===== src/rtl/cp_busy_responder.sv =====
module cp_busy_responder #(
  parameter int CPN_W = 4,
  parameter logic [CPN_W-1:0] MY_CPN = CPN_W'(5)
) (
  input  logic             clk,
  input  logic             rst,
  input  logic             dec_valid,
  input  logic [CPN_W-1:0] dec_cpnum,
  input  logic             unit_ready,
  input  logic             core_abandon,
  output logic             resp_a_n,
  output logic             resp_b_n,
  output logic             commit_en
);

  typedef enum logic [1:0] {S_IDLE, S_BUSY, S_EXEC} st_t;
  st_t st, st_nx;

  wire claim = dec_valid && (dec_cpnum == MY_CPN);

  always_comb begin
    st_nx = st;
    case (st)
      S_IDLE: if (claim) st_nx = unit_ready ? S_EXEC : S_BUSY;
      S_BUSY: if (core_abandon) st_nx = S_IDLE;
              else if (unit_ready) st_nx = S_EXEC;
      S_EXEC: st_nx = S_IDLE;
      default: st_nx = S_IDLE;
    endcase
  end

  always_ff @(posedge clk)
    if (rst) st <= S_IDLE;
    else     st <= st_nx;

  assign resp_a_n  = (st == S_IDLE);
  assign resp_b_n  = (st != S_EXEC);
  assign commit_en = (st == S_EXEC);

  wire idle_o = resp_a_n && resp_b_n;
  wire busy_o = !resp_a_n && resp_b_n;
  wire exec_o = !resp_a_n && !resp_b_n;

  a_r1_reset: assert property (@(posedge clk)
    rst |=> resp_a_n && resp_b_n && !commit_en);
  a_r2_foreign: assert property (@(posedge clk) disable iff (rst)
    idle_o && !(dec_valid && dec_cpnum == MY_CPN) |=> idle_o);
  a_r3_ready_now: assert property (@(posedge clk) disable iff (rst)
    idle_o && dec_valid && dec_cpnum == MY_CPN && unit_ready |=> exec_o ##1 idle_o);
  a_r4_busy_hold: assert property (@(posedge clk) disable iff (rst)
    (idle_o && dec_valid && dec_cpnum == MY_CPN && !unit_ready) ||
    (busy_o && !unit_ready && !core_abandon) |=> busy_o);
  a_r5_start: assert property (@(posedge clk) disable iff (rst)
    busy_o && unit_ready && !core_abandon |=> exec_o);
  a_r6_abandon: assert property (@(posedge clk) disable iff (rst)
    busy_o && core_abandon |=> idle_o && !commit_en);
  a_r7_commit_once: assert property (@(posedge clk) disable iff (rst)
    commit_en |=> !commit_en);
  a_r7_commit_match: assert property (@(posedge clk) disable iff (rst)
    commit_en == exec_o);
  a_r8_exec_ends: assert property (@(posedge clk) disable iff (rst)
    exec_o |=> idle_o);
  a_r9_b_needs_a: assert property (@(posedge clk) disable iff (rst)
    !resp_b_n |-> !resp_a_n);

endmodule


===== config.mk =====
export PLATFORM = sky130hd
export DESIGN_NAME = cp_busy_responder
export DESIGN_NICKNAME = d
export VERILOG_FILES = /design/src/rtl/cp_busy_responder.sv
export SDC_FILE = /design/constraint.sdc
export NUM_CORES = 1
export LEC_CHECK = 0
export ABC_AREA = 1
export CORE_AREA = 2 2 39 41
export CTS_BUF_LIST = sky130_fd_sc_hd__clkbuf_4
export CTS_CLUSTER_SIZE = 20
export DETAILED_ROUTE_END_ITERATION = 10
export DIE_AREA = 0 0 41 43
export SYNTH_ARGS = -nofsm -noshare
export SYNTH_HDL_FRONTEND = slang
export SYNTH_SLANG_ARGS = --single-unit

===== constraint.sdc =====
create_clock -name clk -period 1.4 [get_ports clk]
set_input_delay 0.28 -clock clk [delete_from_list [all_inputs] [get_ports clk]]
set_output_delay 0.28 -clock clk [all_outputs]
set_load 0.03 [all_outputs]

Word-level counts from Yosys, hierarchy flattened
Index checks and enable logic that the tools add are counted.
Storage, ports and cells
  register bits: 2
  bits of input ports: 9
  output and inout port bits: 3
  word-level logic and storage cells: 15
Operators by class
  equal/unequal tests: 6
  mux-type cells: 5
  reduce and logical (&&, ||, !) cells: 3
Operators by type and width (number)
  $mux W2: 4
  $eq A4 B3 Y1 const B: 1
  $pmux W2 S2: 1
  $ne A3 B3 Y1 const B: 1
  $eq A2 B1 Y1 const B: 1
  $eq A2 B2 Y1 const B: 1
  $logic_not A2 Y1: 1
  $ne A2 B1 Y1 const B: 1
  $ne A2 B2 Y1 const B: 1
  $reduce_and A2 Y1: 1
  $logic_and A1 B1 Y1: 1

Longest topological paths before layout
  depth after elaboration: 4
  depth in mapped cells: 4
  gate-level depth less buffers: 4

Worst setup path before layout
No wires, ideal clock.
  kind: flip-flop to output port
  from: register st[1]
  to: output port resp_b_n
  arrival time: 1.088 ns
  data required time: 1.120 ns
  path slack: 0.032 ns
  stages on the path, launching flop included: 4
  path buffers: 0
  cells stage by stage: dfxtp_1 > inv_1 > nor2_1 > inv_1
Between the ends
  cells in the longest elaborated chain, start to end: 1
RTL lines
  start, declared: RTL line 17  | st_t st, st_nx;
  start signal, assigned: RTL line 34  | else st <= st_nx;
  $ne A2 B2 Y1: RTL line 37  | assign resp_b_n = (st != S_EXEC);
  end, declared: RTL line 12  | output logic resp_b_n,
No other way between the ends.

Worst setup path after layout
Same ends and word-level chain as after synthesis.

==> impl_results.md <==
* Status: completed
* Final period util at 0.856
* # DRC at 0
* Filler Cell Count at 159
* Worst endpoint data arrival time at approximately 0.9 ns
* Nets at 44
* CTS Buffer Depth at 2
* Critical Path Source: st[1]
* DR WL/cell at ~5.5 um
* FMAX at approximately 830 MHz
* Placer congestion estimate at 0.488
* Global-route wire length before repair at roughly 460 um
* Maxcap violations at 0
* Hold_sp: st[1]
* Cell variety after synth at 8
* Final Max Slew Viols at 0
* Post-Route WL at ~270 um
* Row cnt at 14
* Die area at ~1800 um^2
* Reg2Reg Depth at 2
* Total power draw at roughly 0.22 mW
* Largest net degree at the start of global routing at 4
* Peak supply drop at 0.157 mV
* Die Width at around 41 um
* Avg Cell Area, Syn at around 6.3 um^2
* Hold-critical path depth at 2
* Commonest non-fill, non-tap cell in the layout: clkdlybuf4s50_1
* Hold Crit Endpoint: st[0]
* Worst Tran Pin Value at between 0.15 and 0.2 ns
* Critical path type: register to output port
* Largest register FFs at 2
* Post-CTS Hold Buffers at 0
* Crit path required time at around 1.1 ns
* Top Registers: st (2)
* Most flop-heavy register: st
* Core area at 1380 um^2
* Post-CTS setup buffer count at 0
* CTS clk-pin slew, worst paths at ~0.03 ns
* Initial core utilization at 0.0868
* Final Hold Vio Count at 0
* Post-synthesis cell area at around 120 um^2
* Ys Warns at 0
* TritonCTS clock tree: yes
* IO Count at 12
* Post-CTS Resized at 0
* CP Max Fanout at 3
* Port buffer count at 11
* Total GRT Usage at 0.0450
* P&R area growth vs syn at 121%
* Area of the multi-input gates at 53.8 um^2
* Reg2Reg Launch Point: st[0]
* Initial DRC count at 0
* Synth area leader: dfxtp_1
* Post-synthesis sequential area ratio at 0.333
* Htree depth at 1
* P_leak at ~0.12 nW
* Main area contributors after synthesis: dfxtp_1 33%, inv_1 22%, nand4_1 10%, a21oi_1 8.3%, nand3_2 8.3%
* Clk sinks at 2
* Vias/cell at approximately 3.3
* Hold slack at ~0.53 ns
* P per Cell Area at 830 nW/um^2
* FF/Latch Area at between 40 and 50 um^2
* RSZ-0062 raised after global routing: false
* Element type at the critical path start: register
* Setup Viol. Count Final at 0
* Root buffer cell: clkbuf_4
* Total CTS buffers at 3
* Yosys top cell area share at 0.333
* Initial antenna violation count at 0
* Clk Latency, worst-skew pair at between 0.2 and 0.25 ns
* Final ANT Viol Nets at 0
* Crit path capture type: output port
* Total congestion overflow at 0
* Post-layout min period at about 1.2 ns
* Yosys reg bits at 2
* Vias in the first global route at 152
* Worst hold path type: register to register
* Syn Inst Count at 19
* Final Skew at 0.00378 ns
* Setup TNS Final at 0 ns
* Chip height at 43 um
* Commonest cells after routing, fill and taps aside: 8 x clkdlybuf4s50_1, 7 x inv_1, 3 x clkbuf_4, 3 x buf_4
* Rel. slew slack at 0.884
* Layout cell share with drive strength beyond 1 at 0.242
* N_diodes at 0
* Vias at approximately 160
* Drt pass-1 iters at 1
* Mapped Nets at 28
* R2r endpoint: st[1]
* R2R Setup Slk at approximately 0.7 ns
-- area by class of cell --
class / count / area share
repair buffers: 11 / 0.387
multi-input cells: 10 / 0.203
flip-flops and latches: 2 / 0.151
inverters: 7 / 0.0991
clock buffers: 3 / 0.0849
well taps: 16 / 0.0755
-- routing by layer --
metal  wire length, um  vias to the layer above  GRT usage
met4                 0                        0      0.100
met5                 0                        -          0
met2               153                        8     0.0594
met3                28                        0          0
met1                87                       67     0.0350
li1                  -                       86          -
-- stage by stage --
| step | instance area, um^2 | util | setup WS (ns) | instances |
|---|---|---|---|---|
| after floorplan | 120 | - | 0.0323 | 19 |
| after global placement | 243 | 0.175 | 0.291 | 46 |
| after detailed placement | 243 | 0.175 | 0.272 | 46 |
| after CTS | 265 | 0.192 | 0.182 | 49 |
| after global routing | 265 | 0.192 | 0.107 | 49 |
| final | 265 | 0.192 | 0.201 | 49 |
-- logic make-up (layout without fill, tap and decap cells) --
group           count (synthesis)  count (layout)  synth area share
compound gates                  2               2            0.0833
buf+inv                         7              21             0.219
simple gates                    8               8             0.365
flops                           2               2             0.333
-- report_power, final --
part           internal (mW)  switching (mW)  leakage (nW)
Clock                 0.0943          0.0292        0.0138
Sequential            0.0583        0.000428        0.0161
Combinational         0.0252          0.0128        0.0902
Total                  0.178          0.0424         0.120
-- worst max-delay path by stage --
stage,to,slack (ns),depth (start not counted)
global route,resp_b_n,0.11,4
floorplan,resp_b_n,0.03,3
finish,resp_b_n,0.20,4
detailed placement,st[1],0.27,5
CTS,resp_b_n,0.18,4
global placement,st[1],0.29,5
-- cell usage after synthesis --
| master | count |
|---|---|
| dfxtp_1 | 2 |
| inv_1 | 7 |
| nand3_2 | 1 |
| nor2_1 | 2 |
| nor2_2 | 1 |
| a21oi_1 | 2 |
| nand4_1 | 2 |
| nand2_1 | 2 |
-- worst max-delay path, cell delays in order (launching register included) --
cell,delay [ns]
dfxtp_1,0.31
inv_1,0.06
nor2_1,0.12
inv_1,0.05
buf_4,0.16
No activity file was read; power rests on OpenSTA's default activity.
